===== src/rtl/eel_pkg.sv =====
package eel_pkg;
  typedef enum logic [1:0] {
    ERR_NONE = 2'b00,
    ERR_SBE  = 2'b01,
    ERR_MBE  = 2'b10
  } err_kind_t;

  typedef struct packed {
    logic scrub_off;
    logic berr_en;
    logic nmi_en;
  } ctl_t;
endpackage


===== src/rtl/eel_ctrl.sv =====
module eel_ctrl
  import eel_pkg::*;
(
  input  logic clk,
  input  logic rst,
  input  logic we,
  input  ctl_t wr_ctl,
  output ctl_t ctl_q
);
  always_ff @(posedge clk) begin
    if (rst)     ctl_q <= '0;
    else if (we) ctl_q <= wr_ctl;
  end
endmodule


===== src/rtl/eel_capture.sv =====
module eel_capture
  import eel_pkg::*;
#(
  parameter int KEEP_W = 19,
  parameter int SYN_W  = 8
) (
  input  logic              clk,
  input  logic              rst,
  input  logic              sbe_evt,
  input  logic              mbe_evt,
  input  logic [KEEP_W-1:0] addr_hi,
  input  logic [SYN_W-1:0]  syn,
  input  logic              clr_req,
  output err_kind_t         kind_q,
  output logic [KEEP_W-1:0] addr_q,
  output logic [SYN_W-1:0]  syn_q
);
  logic logged;
  assign logged = (kind_q != ERR_NONE);

  always_ff @(posedge clk) begin
    if (rst) begin
      kind_q <= ERR_NONE;
      addr_q <= '0;
      syn_q  <= '0;
    end else if (logged) begin
      if (clr_req) kind_q <= ERR_NONE;
    end else if (mbe_evt || sbe_evt) begin
      kind_q <= mbe_evt ? ERR_MBE : ERR_SBE;
      addr_q <= addr_hi;
      syn_q  <= syn;
    end
  end


  mbe_wins_chk: assert property (@(posedge clk) disable iff (rst)
    (!logged && mbe_evt && sbe_evt) |=> (kind_q == ERR_MBE));

  hold_record_chk: assert property (@(posedge clk) disable iff (rst)
    (logged && !clr_req) |=> ($stable(kind_q) && $stable(addr_q) && $stable(syn_q)));

  clear_done_chk: assert property (@(posedge clk) disable iff (rst)
    (logged && clr_req) |=> (kind_q == ERR_NONE));
endmodule


===== src/rtl/eel_signal.sv =====
module eel_signal
  import eel_pkg::*;
(
  input  logic      clk,
  input  logic      rst,
  input  err_kind_t kind,
  input  ctl_t      ctl,
  output logic      nmi_req,
  output logic      bus_err,
  output logic      scrub_en
);
  always_ff @(posedge clk) begin
    if (rst) begin
      nmi_req  <= 1'b0;
      bus_err  <= 1'b0;
      scrub_en <= 1'b1;
    end else begin
      nmi_req  <= (kind == ERR_SBE) && ctl.nmi_en;
      bus_err  <= (kind == ERR_MBE) && ctl.berr_en;
      scrub_en <= !ctl.scrub_off;
    end
  end


  nmi_gate_chk: assert property (@(posedge clk) disable iff (rst)
    !ctl.nmi_en |=> !nmi_req);

  berr_gate_chk: assert property (@(posedge clk) disable iff (rst)
    !ctl.berr_en |=> !bus_err);

  scrub_off_chk: assert property (@(posedge clk) disable iff (rst)
    ctl.scrub_off |=> !scrub_en);
endmodule


===== src/rtl/ecc_err_log.sv =====
module ecc_err_log
  import eel_pkg::*;
#(
  parameter int ADDR_W = 32,
  parameter int SYN_W  = 8,
  parameter int KEEP_W = 19,
  localparam int REG_W = 1 + KEEP_W + SYN_W + 4
) (
  input  logic              clk,
  input  logic              rst,
  input  logic              sbe_evt,
  input  logic              mbe_evt,
  input  logic [ADDR_W-1:0] err_addr,
  input  logic [SYN_W-1:0]  err_syn,
  input  logic              reg_we,
  input  logic [REG_W-1:0]  reg_wdata,
  output logic [REG_W-1:0]  reg_rdata,
  output logic              nmi_req,
  output logic              bus_err,
  output logic              scrub_en
);
  localparam int DROP_W = ADDR_W - KEEP_W;

  ctl_t              wr_ctl, ctl_q;
  err_kind_t         kind_q;
  logic [KEEP_W-1:0] addr_q;
  logic [SYN_W-1:0]  syn_q;
  logic              clr_req;
  logic              unused_bits;

  assign wr_ctl.scrub_off = reg_wdata[REG_W-1];
  assign wr_ctl.berr_en   = reg_wdata[3];
  assign wr_ctl.nmi_en    = reg_wdata[2];
  assign clr_req          = reg_we && reg_wdata[1] && reg_wdata[0];
  assign unused_bits      = ^{reg_wdata[REG_W-2:4], err_addr[DROP_W-1:0]};

  eel_ctrl u_ctrl (
    .clk(clk), .rst(rst), .we(reg_we), .wr_ctl(wr_ctl), .ctl_q(ctl_q)
  );

  eel_capture #(.KEEP_W(KEEP_W), .SYN_W(SYN_W)) u_cap (
    .clk(clk), .rst(rst), .sbe_evt(sbe_evt), .mbe_evt(mbe_evt),
    .addr_hi(err_addr[ADDR_W-1 -: KEEP_W]), .syn(err_syn),
    .clr_req(clr_req), .kind_q(kind_q), .addr_q(addr_q), .syn_q(syn_q)
  );

  eel_signal u_sig (
    .clk(clk), .rst(rst), .kind(kind_q), .ctl(ctl_q),
    .nmi_req(nmi_req), .bus_err(bus_err), .scrub_en(scrub_en)
  );

  assign reg_rdata = {ctl_q.scrub_off, addr_q, syn_q, ctl_q.berr_en,
                      ctl_q.nmi_en, kind_q == ERR_MBE, kind_q == ERR_SBE};


  half_clear_chk: assert property (@(posedge clk) disable iff (rst)
    (reg_we && (reg_wdata[1] != reg_wdata[0]) && kind_q != ERR_NONE)
      |=> $stable(kind_q));

  zero_write_chk: assert property (@(posedge clk) disable iff (rst)
    (reg_we && reg_wdata[1:0] == 2'b00 && kind_q != ERR_NONE) |=> $stable(kind_q));
endmodule


===== config.mk =====
export PLATFORM = sky130hd
export DESIGN_NAME = ecc_err_log
export DESIGN_NICKNAME = d
export VERILOG_FILES = /design/src/rtl/eel_pkg.sv /design/src/rtl/eel_ctrl.sv /design/src/rtl/eel_capture.sv /design/src/rtl/eel_signal.sv /design/src/rtl/ecc_err_log.sv
export SDC_FILE = /design/constraint.sdc
export NUM_CORES = 1
export LEC_CHECK = 0
export BUFFER_PORTS_ARGS = -buffer_cell sky130_fd_sc_hd__buf_4
export CAP_MARGIN = 20
export CORE_MARGIN = 2
export CORE_UTILIZATION = 36
export CTS_BUF_LIST = sky130_fd_sc_hd__clkbuf_8
export DETAILED_ROUTE_END_ITERATION = 8
export PLACE_DENSITY = 0.83
export SYNTH_ARGS = -nofsm -noshare
export SYNTH_HDL_FRONTEND = slang
export SYNTH_SLANG_ARGS = --single-unit

===== constraint.sdc =====
create_clock -name clk -period 0.99 [get_ports clk]
set_input_delay 0.0495 -clock clk [delete_from_list [all_inputs] [get_ports clk]]
set_output_delay 0.0495 -clock clk [all_outputs]
set_load 0.01 [all_outputs]

Word level (Yosys, flattened, before mapping)
Index checks and enable logic that the tools add are counted.
Word-level totals
  register bits after elaboration: 35
  bits of input ports: 77
  output and inout port bits: 35
  word-level logic and storage cells: 27
Operators by class
  equal/unequal tests: 3
  mux-type cells: 4
  bitwise logic cells: 1
  reductions and logical operators: 10
Operators with widths (count)
  $mux W2: 4
  $logic_and A1 B1 Y1: 4
  $reduce_and A2 Y1: 2
  $reduce_bool A2 Y1: 2
  $eq A2 B1 Y1 const B: 1
  $eq A2 B2 Y1 const B: 1
  $ne A2 B2 Y1 const B: 1
  $logic_not A1 Y1: 1
  $logic_or A1 B1 Y1: 1
  $not A1 Y1: 1

Logic depth before layout (Yosys ltp)
Gate-level depths: netlist of the first run.
  word-level depth: 4
  mapped depth: 5
  gate-level depth less buffers: 3

Modules after synthesis
Synthesis of the first run repeated with hierarchy kept, for this count alone.
Unflattened totals
  cells, all modules: 145
  area, all modules: 1536.5 µm²
Modules (own cells, without submodules)
  eel_capture: times used 1, cells an instance 127, area an instance 1322.5 µm², sequential area each 580.6 µm²
  eel_ctrl: times used 1, cells an instance 9, area an instance 101.3 µm², sequential area each 60.1 µm²
  eel_signal: times used 1, cells an instance 6, area an instance 91.3 µm², sequential area each 60.1 µm²
  ecc_err_log: times used 1, cells an instance 3, area an instance 21.3 µm², sequential area each 0.0 µm²

Least setup slack after synthesis of the first run
OpenSTA, ideal clock, no wires.
  kind: reg2reg
  start: register u_cap.kind_q[1]
  end: register u_cap.addr_q[0]
  library setup time: 0.072 ns
  arrival: 0.993 ns
  required time: 0.918 ns
  setup slack: -0.074 ns
  cell stages (with the launch flop): 6
  path buffers: 2
  period minus slack after synthesis: 1.064 ns
  cells stage by stage: dfxtp_1 > nor2_2 > o21a_4 > buf_12 > buf_12 > mux2i_1
On the way
  longest elaborated chain between the ends: 3
Ends and longest elaborated chain
  start: declaration: RTL line eel_capture.sv:14  | output err_kind_t kind_q,
  start signal: assignment: RTL line eel_capture.sv:29  | kind_q <= mbe_evt ? ERR_MBE : ERR_SBE;
  $reduce_bool A2 Y1: RTL line eel_capture.sv:19  | assign logged = (kind_q != ERR_NONE);
  $not A1 Y1 (no source line)
  $reduce_and A2 Y1 (no source line)
  end signal: assignment: RTL line eel_capture.sv:30  | addr_q <= addr_hi;
  end: declaration: RTL line eel_capture.sv:15  | output logic [KEEP_W-1:0] addr_q,
No other way between the ends.
A chain may end at the register's enable or synchronous reset.

Final worst setup path of the first run
  start: register u_cap.kind_q[1]
  end: output reg_rdata[0]
On the way
  longest elaborated chain between the ends: 1
Ends and longest elaborated chain
  $eq A2 B1 Y1: RTL line ecc_err_log.sv:53  | ctl_q.nmi_en, kind_q == ERR_MBE, kind_q == ERR_SBE};
  end: declaration: RTL line ecc_err_log.sv:17  | output logic [REG_W-1:0] reg_rdata,
No other way between the ends.

==> metrics.md, run 1 <==
| Metric | Value |
|---|---|
| Status | `complete, but fails checks` |
| Failing checks | `negative setup slack` |
| Cells after synthesis | `143` |
| Critical path endpoint category | `output pin` |
| Synth async-reset ratio | `0` |
| Setup TNS | `-2.54 ns` |
| Slew @ Worst Pin | `approximately 0.17 ns` |
| Worst-Skew Late Latency | `0.28 ns` |
| Most common library cells after synthesis | `nand2_1 (55), dfxtp_1 (35), mux2i_1 (30)` |
| H-tree depth reported by CTS | `2` |
| Largest family of logic cells by synthesized area | `multiplexers` |
| Adder-Cell Fraction of Synth Area | `0` |
| Most area-consuming cells after synthesis | `dfxtp_1 (50%), mux2i_1 (22%), nand2_1 (15%)` |
| Worst-path clk slew | `~0.060 ns` |
| Top-count cell post-synth | `nand2_1` |
| Crit start category | `flip-flop` |
| Worst rel slew slack | `0.882` |
| Max Slew Vio Count | `0` |
| CTS tree | `yes` |
| Worst r2r src | `u_cap.kind_q[1]` |
| Power Dens Cells | `approximately 1600 nW/um2` |
| Cell type with the largest total area after synthesis | `dfxtp_1` |
| Syn_area_per_cell | `9.73 um2` |
| Netlist Area Pre-Place | `1390 um2` |
| Capturing point of the worst reg2reg path | `u_cap.syn_q[4]` |
| Synth Flop Type | `dfxtp_1` |
| Mux cell area share after synthesis | `0.216` |
| R2R setup slack | `-0.12 ns` |
| Fin crit share | `1.13` |
| RSZ-0062 raised after global routing | `true` |
| Row Count | `22` |
| Count of final setup violators | `29` |
| Routed Antenna Nets | `0` |
| Residual DRC | `0` |
| Worst hold endpoint | `u_ctrl.ctl_q[0]` |
| Post-synth EDFFs | `0` |
| Antenna violations before repair | `0` |
| CTS Buf Count | `5` |
| Post-CTS setup buffer count | `0` |
| Grt total ovfl | `0` |
| Xor and xnor area share after synthesis | `0` |
| Worst hold path cell count | `3` |
| Compound-Gate Fraction of Synth Area | `0.0288` |
| Hold Fails Final Rpt | `0` |
| Clock skew | `0.00194 ns` |
| P&R area growth vs syn | `53.6%` |
| Data required, critical path | `0.94 ns` |
| Synth top area share | `0.504` |
| Max Buffers Root-to-Sink | `2` |
| Initial DRC count | `17` |
| Die Span Y | `roughly 66 um` |
| WP data arrival | `approximately 1.1 ns` |
| Synth unique cells | `16` |
| Layout cells sized above 1 | `0.411` |
| R2r worst-path depth | `4` |
| Total GRT Usage | `0.137` |
| Simple-Gate Fraction of Synth Area | `0.185` |
| Avg WL per Cell | `11.4 um` |
| Fin nets | `297` |
| # port buffers | `71` |
| Hold_sp | `reg_wdata[2]` |
| Vias in the first global route | `~1100` |
| GP Congestion | `0.740` |
| Starting Density | `0.377` |
| Root Driver | `clkbuf_8` |
| Period minus WS final | `~1.1 ns` |
| Synthesized net count | `220` |
| Full die area | `4380 um2` |
| Vias per Instance | `4.52` |
| Number of max-cap violations | `0` |
| Setup WS pre-CTS | `-0.0958 ns` |
| Maximum VDD drop | `0.000916 V` |
| Synth warn | `0` |
| Vias | `roughly 1200` |
| WL final | `3040 um` |
| LEAKAGE | `1.07 nW` |
| Core footprint | `3690 um2` |
| First-pass GRT wire length | `approximately 4500 um` |
| Hold/Removal Path Class | `in -> reg` |
| Die W | `66.2 um` |
| Clock sink count | `35` |
| Crit path max fanout | `3` |
| Final HPWL DP | `roughly 2200 um` |
| Drt pass-1 iters | `2` |
| Ant diodes | `0` |
| Sequential fraction of the synthesis area | `0.504` |
| Seq cells post-synth | `35` |
| Final worst slack | `-0.130 ns` |
| Critical path type | `reg -> out` |
| Largest net degree at the start of global routing | `31` |
| Top-Level Pins | `112` |
| Fmax | `between 800 and 900 MHz` |
-- worst max path at each step --
stage	slack [ns]	from	to
final	-0.13	u_cap.kind_q[1]	reg_rdata[0]
after detailed placement	-0.1	u_cap.kind_q[0]	u_cap.addr_q[1]
after global placement	-0.06	u_cap.kind_q[0]	u_cap.syn_q[3]
after CTS	-0.11	u_cap.kind_q[1]	reg_rdata[0]
after floorplan	-0.07	u_cap.kind_q[0]	u_cap.addr_q[0]
after global routing	-0.16	u_cap.kind_q[1]	reg_rdata[0]
-- what timing repair did --
action	CTS	global route
pin swaps	0	2
gates resized for setup	4	2
endpoints found under the setup margin	29	29
gates cloned	0	2
hold buffers	1	0
endpoints found under the hold margin	3	0
-- state kept, by name, indices dropped and copies added, names as in the netlist --
register and count:
u_cap.addr_q 19, u_cap.kind_q 2, u_cap.syn_q 8, u_ctrl.ctl_q 3, u_sig.bus_err 1, u_sig.nmi_req 1
u_sig.scrub_en 1
-- kinds of logic (layout without fill, tap and decap cells) --
family | after synthesis | in the layout
simple gates | 64 | 64
flops | 35 | 35
mux | 30 | 30
buf+inv | 10 | 86
compound gates | 4 | 4
-- metal layers --
| layer | GRT usage | vias up | wire [um] |
|---|---|---|---|
| met5 | 0 | - | 0 |
| met1 | 0.145 | 545 | 1280 |
| li1 | - | 614 | - |
| met2 | 0.236 | 44 | 1520 |
| met4 | 0.0765 | 0 | 39 |
| met3 | 0.0443 | 5 | 202 |
-- worst max-delay path, stage by stage, from the launching register on --
cell and delay (ns):
dfxtp_2 0.36, buf_6 0.10, and2b_2 0.22, buf_6 0.12
-- layout make-up --
type,instances,area [um2]
fillers,349,1550
flip-flops and latches,35,706
repair buffers,79,692
multi-input cells,98,603
clock buffers,5,68.8
well taps,48,60.1
clock inverters,1,3.75
inverters,1,3.75
-- layout by cell type (no fill, tap or decap), types with 2 or more instances in the layout --
cell       count
nor2_1         4
buf_12         4
mux2i_1       30
and3_1         2
dfxtp_1       33
clkbuf_16      2
buf_4         69
and2b_2        2
nand2_1       55
buf_6          3
clkbuf_8       5
-- power breakdown --
group	switching, mW	total [mW]	leakage [nW]	internal (mW)
Sequential	0.0826	1.64	0.289	1.56
Clock	0.430	0.887	0.0413	0.457
Combinational	0.392	0.978	0.735	0.586
Total	0.905	3.51	1.07	2.60
-- per-stage QoR --
stage	total power, mW	hold slack (ns)	util	area [um2]	std cells
2_1_floorplan	2.17	0.122	-	1390	143
3_3_place_gp	2.54	0.274	0.538	1980	258
3_5_place_dp	2.56	0.271	0.538	1980	258
4_1_cts	3.47	0.000328	0.564	2080	265
5_1_grt	3.72	0.0127	0.579	2140	267
6_report	3.51	0.0104	0.579	2140	267
Note: power is estimated with default switching activity, not from simulation.
==> inputs of run 2 (changes only) <==
--- a/config.mk
+++ b/config.mk
@@ -11,6 +11,7 @@
 export CORE_UTILIZATION = 36
 export CTS_BUF_LIST = sky130_fd_sc_hd__clkbuf_8
 export DETAILED_ROUTE_END_ITERATION = 8
+export HOLD_SLACK_MARGIN = 0.03
 export PLACE_DENSITY = 0.83
 export SYNTH_ARGS = -nofsm -noshare
 export SYNTH_HDL_FRONTEND = slang
==> run 2 against run 1 <==
Net effect:
- the flow still finishes with violations (negative setup slack)
- sequential power about the same
- worst setup slack improved by 0.0012 ns
- power increased by 2.6%
- critical path depth unchanged
- hold slack improved by 0.023 ns
- count of clock-buffer cells in the layout unchanged
- core utilization increased by 6.5 points
- via count increased by 7.5%
- critical endpoint unchanged
==> metrics.md, run 2 (synthesized netlist as in run 1, its figures left out) <==
| Metric | Value |
|---|---|
| Status | `complete, but fails checks` |
| Failing checks | `negative setup slack` |
| Grt total ovfl | `0` |
| Hold/Removal Path Class | `in -> reg` |
| Hold Fails Final Rpt | `0` |
| Largest regs | `u_cap.addr_q: 19 flops, u_cap.syn_q: 8 flops, u_ctrl.ctl_q: 3 flops` |
| R2R setup slack | `-0.12 ns` |
| Maximum VDD drop | `0.000927 V` |
| Fin area | `2380 um2` |
| First-pass GRT wire length | `5220 um` |
| Max FFs per register | `19` |
| Crit start category | `flip-flop` |
| Critical path type | `reg -> out` |
| Initial DRC count | `14` |
| Avg WL per Cell | `11.9 um` |
| Core footprint | `3690 um2` |
| Data required, critical path | `0.94 ns` |
| Final HPWL DP | `2170 um` |
| Post-Place Cells | `258` |
| Critical path endpoint category | `output pin` |
| RSZ-0062 raised after global routing | `true` |
| Period minus WS final | `1.12 ns` |
| CTS tree | `yes` |
| Ant diodes | `0` |
| Setup WS pre-CTS | `-0.0958 ns` |
| Hold WS | `0.0338 ns` |
| Root Driver | `clkbuf_8` |
| LEAKAGE | `1.17 nW` |
| Number of max-cap violations | `0` |
| Final Non-Filler Cells | `291` |
| Final Power | `about 3.6 mW` |
| Worst rel slew slack | `0.865` |
| Fin nets | `321` |
| Clock sink count | `35` |
| Largest net degree at the start of global routing | `31` |
| R2r worst-path depth | `4` |
| Top-Level Pins | `112` |
| CTS Buf Count | `5` |
| Commonest cells after routing, fill and taps aside | `buf_4 (69), nand2_1 (55), dfxtp_1 (33)` |
| Power Dens Cells | `~1500 nW/um2` |
| Crit path max fanout | `3` |
| Slew @ Worst Pin | `0.201 ns` |
| Count of final setup violators | `29` |
| Worst-Skew Late Latency | `0.28 ns` |
| Layout cells sized above 1 | `0.370` |
| Clock skew | `0.00281 ns` |
| P&R area growth vs syn | `70.9%` |
| Largest register by flop count | `u_cap.addr_q` |
| Dpl cell area | `1980 um2` |
| WL final | `3460 um` |
| Total GRT Usage | `0.157` |
| Routed Antenna Nets | `0` |
| Antenna violations before repair | `0` |
| Starting Density | `0.377` |
| Worst-path clk slew | `0.06 ns` |
| Fin crit share | `1.13` |
| Most common cell after layout, fill and taps aside | `buf_4` |
| Residual DRC | `0` |
| Die W | `~66 um` |
| GP Congestion | `0.740` |
| Fin util | `0.645` |
| Setup TNS | `-2.58 ns` |
| Max Buffers Root-to-Sink | `2` |
| Fmax | `894 MHz` |
| Die Span Y | `66.2 um` |
| Worst hold path cell count | `3` |
| Row Count | `22` |
| # port buffers | `71` |
| Worst r2r src | `u_cap.kind_q[1]` |
| Final worst slack | `-0.129 ns` |
| Max Slew Vio Count | `0` |
| Hold_sp | `err_addr[31]` |
| Vias in the first global route | `about 1300` |
| WP data arrival | `around 1.1 ns` |
| H-tree depth reported by CTS | `2` |
| Worst setup path startpoint | `u_cap.kind_q[1]` |
| Full die area | `about 4400 um2` |
| Vias | `1298` |
| Drt pass-1 iters | `3` |
| Vias per Instance | `~4.5` |
run 2: cell count changes in the layout (fill, tap and decap cells not counted), sizes merged:
| cell | change |
|---|---|
| dlygate4sd3 | +24 |
run 2: what timing repair did:
item                       CTS  global route
resized for setup            4             2
gates cloned                 0             2
hold endpoints to repair    24             0
pin swaps                    0             2
setup endpoints to repair   29            29
hold buffers                25             0
buffers inserted             0             0
run 2: layout make-up:
cell class                      count  area (um2)
Clock buffer                        5        68.8
Clock inverter                      1        3.75
Fill cell                         324        1310
Inverter                            1        3.75
Multi-Input combinational cell     98         603
Sequential cell                    35         706
Tap cell                           48        60.1
Timing Repair Buffer              103         932
run 2: metal layers:
metal | global-route usage | vias to the layer above | wire (um)
met2 | 0.298 | 44 | 1850
met1 | 0.150 | 585 | 1340
li1 | - | 662 | -
met5 | 0 | - | 0
met3 | 0.0477 | 7 | 218
met4 | 0.0816 | 0 | 52
run 2: final timing paths:
check / end
worst min-delay path: u_cap.addr_q[18]
worst max-delay path: reg_rdata[0]
worst max register to register: u_cap.syn_q[4]
worst min register to register: u_sig.scrub_en
run 2: worst max-delay path, cell delays in order, from the launching register on:
cell	delay [ns]
dfxtp_2	0.36
buf_6	0.10
and2b_2	0.22
buf_6	0.12
run 2: power by group:
group          switching, mW  internal (mW)
Sequential            0.0844           1.56
Clock                  0.435          0.457
Combinational          0.413          0.648
Total                  0.932           2.66
==> inputs of run 3 (changes only) <==
--- a/config.mk
+++ b/config.mk
@@ -13,6 +13,7 @@
 export DETAILED_ROUTE_END_ITERATION = 8
 export HOLD_SLACK_MARGIN = 0.03
 export PLACE_DENSITY = 0.83
+export RECOVER_POWER = 50
 export SYNTH_ARGS = -nofsm -noshare
 export SYNTH_HDL_FRONTEND = slang
 export SYNTH_SLANG_ARGS = --single-unit
==> run 3 against run 2 <==
Net effect:
- the flow still finishes with violations (negative setup slack)
- die area stayed put
- global-route usage stayed put
- via count stayed put
- core utilization stayed put
- count of clock-buffer cells in the layout stayed put
==> metrics.md, run 3 (synthesized netlist as in run 1, its figures left out) <==
| Metric | Value |
|---|---|
| Critical path endpoint category | `output pin` |
| Hold_sp | `err_addr[31]` |
| Layout cells sized above 1 | `0.370` |
| Crit start category | `flip-flop` |
| Setup WS pre-CTS | `-0.0958 ns` |
| Crit path max fanout | `3` |
| Data required, critical path | `0.94 ns` |
| Post-CTS setup buffer count | `0` |
| Top cell by count, worst path | `buf_6` |
| LEAKAGE | `roughly 1.2 nW` |
| Max FFs per register | `19` |
| Residual DRC | `0` |
| Critical path type | `reg -> out` |
| Final worst slack | `-0.129 ns` |
| RSZ-0062 raised after global routing | `true` |
| Maximum VDD drop | `0.000927 V` |
| Worst hold path cell count | `3` |
| Avg WL per Cell | `11.9 um` |
| Root Driver | `clkbuf_8` |
| Final Power | `between 3 and 4 mW` |
| Antenna violations before repair | `0` |
| Most common cell after layout, fill and taps aside | `buf_4` |
| Initial DRC count | `14` |
| Worst hold endpoint | `u_cap.addr_q[18]` |
| Worst-Skew Late Latency | `0.28 ns` |
| First-pass GRT wire length | `5220 um` |
| Slowest cell on the critical path | `dfxtp_2` |
| Total GRT Usage | `0.157` |
| Largest regs | `u_cap.addr_q: 19 flops, u_cap.syn_q: 8 flops, u_ctrl.ctl_q: 3 flops` |
| Core footprint | `3690 um2` |
| Max Buffers Root-to-Sink | `2` |
| Worst-path clk slew | `around 0.06 ns` |
| Hold Fails Final Rpt | `0` |
| # port buffers | `71` |
| Worst rel slew slack | `0.865` |
| Fin crit share | `1.13` |
| Largest register by flop count | `u_cap.addr_q` |
| Vias per Instance | `4.46` |
| Fin util | `0.645` |
| Status | `complete, but fails checks` |
| Slew @ Worst Pin | `~0.2 ns` |
| Final HPWL DP | `around 2200 um` |
| Count of final setup violators | `29` |
| CP top delay family | `flip-flops` |
| Clock skew | `0.00281 ns` |
| Failing checks | `negative setup slack` |
| Largest net degree at the start of global routing | `31` |
| Vias | `between 1000 and 1500` |
| Die W | `66.2 um` |
| Top-Level Pins | `112` |
| WL final | `3460 um` |
| CTS Buf Count | `5` |
| Max Slew Vio Count | `0` |
| Slowest cell delay on critical path | `0.36 ns` |
| Number of max-cap violations | `0` |
| Starting Density | `0.377` |
| CTS tree | `yes` |
| WP data arrival | `roughly 1.1 ns` |
| Vias in the first global route | `about 1300` |
| Fin nets | `321` |
| Full die area | `4380 um2` |
| Capturing point of the worst reg2reg path | `u_cap.syn_q[4]` |
| R2R setup slack | `-0.12 ns` |
| H-tree depth reported by CTS | `2` |
| Setup TNS | `-2.58 ns` |
| CP Buf/Inv Count | `2` |
| P&R area growth vs syn | `70.9%` |
| Power Dens Cells | `~1500 nW/um2` |
| Worst setup path startpoint | `u_cap.kind_q[1]` |
| Ant diodes | `0` |
| Worst r2r src | `u_cap.kind_q[1]` |
| Clock sink count | `35` |
| Drt pass-1 iters | `3` |
| Worst-path cell chain | `buf_6, and2b_2, buf_6` |
| Fmax | `894 MHz` |
| R2r worst-path depth | `4` |
| Routed Antenna Nets | `0` |
| Die Span Y | `66.2 um` |
| Hold WS | `about 0.034 ns` |
| Grt total ovfl | `0` |
| GP Congestion | `0.740` |
| Commonest cells after routing, fill and taps aside | `buf_4 (66), nand2_1 (55), dfxtp_1 (33)` |
| Period minus WS final | `1.12 ns` |
| Row Count | `22` |
| Hold/Removal Path Class | `in -> reg` |
-- run 3: worst min-delay path: cells and delay by family --
family | cells | cell delay [ns]
and+or+nand+nor | 1 | 0.05
buffers and inverters | 1 | 0.11
muxes | 1 | 0.06
-- run 3: report_power, final --
part,total (mW),internal (mW),switching [mW],leakage [nW]
logic,1.06,0.647,0.413,0.835
registers,1.64,1.56,0.0844,0.289
clock network,0.892,0.457,0.435,0.0413
-- run 3: layout make-up --
type                    count  area, um2
clock inverters             1       3.75
flip-flops and latches     35        706
well taps                  48       60.1
fillers                   324       1310
clock buffers               5       68.8
inverters                   1       3.75
repair buffers            103        932
multi-input cells          98        603
-- run 3: repair_timing --
action                     in CTS  in global routing
hold endpoints to repair       24                  0
pin swaps                       0                  2
hold buffers                   25                  0
cloned                          0                  2
setup endpoints to repair      29                 29
gates resized for setup         4                  2
-- run 3: through the flow --
stage	cells	area, um2
5_1_grt	291	2380
2_1_floorplan	143	1390
3_3_place_gp	258	1980
6_report	291	2380
4_1_cts	289	2320
3_5_place_dp	258	1980
-- run 3: metal layers --
metal  global-route usage  wire [um]  vias up
li1                     -          -      662
met1                0.150       1340      585
met2                0.298       1850       44
met3               0.0477        218        7
met4               0.0816         52        0
met5                    0          0        -
-- run 3: worst max path at each step --
stage,to,depth (start not counted)
after global placement,u_cap.syn_q[3],4
after detailed placement,u_cap.addr_q[1],4
after floorplan,u_cap.addr_q[0],5
after CTS,reg_rdata[0],3
after global routing,reg_rdata[0],3
final,reg_rdata[0],3
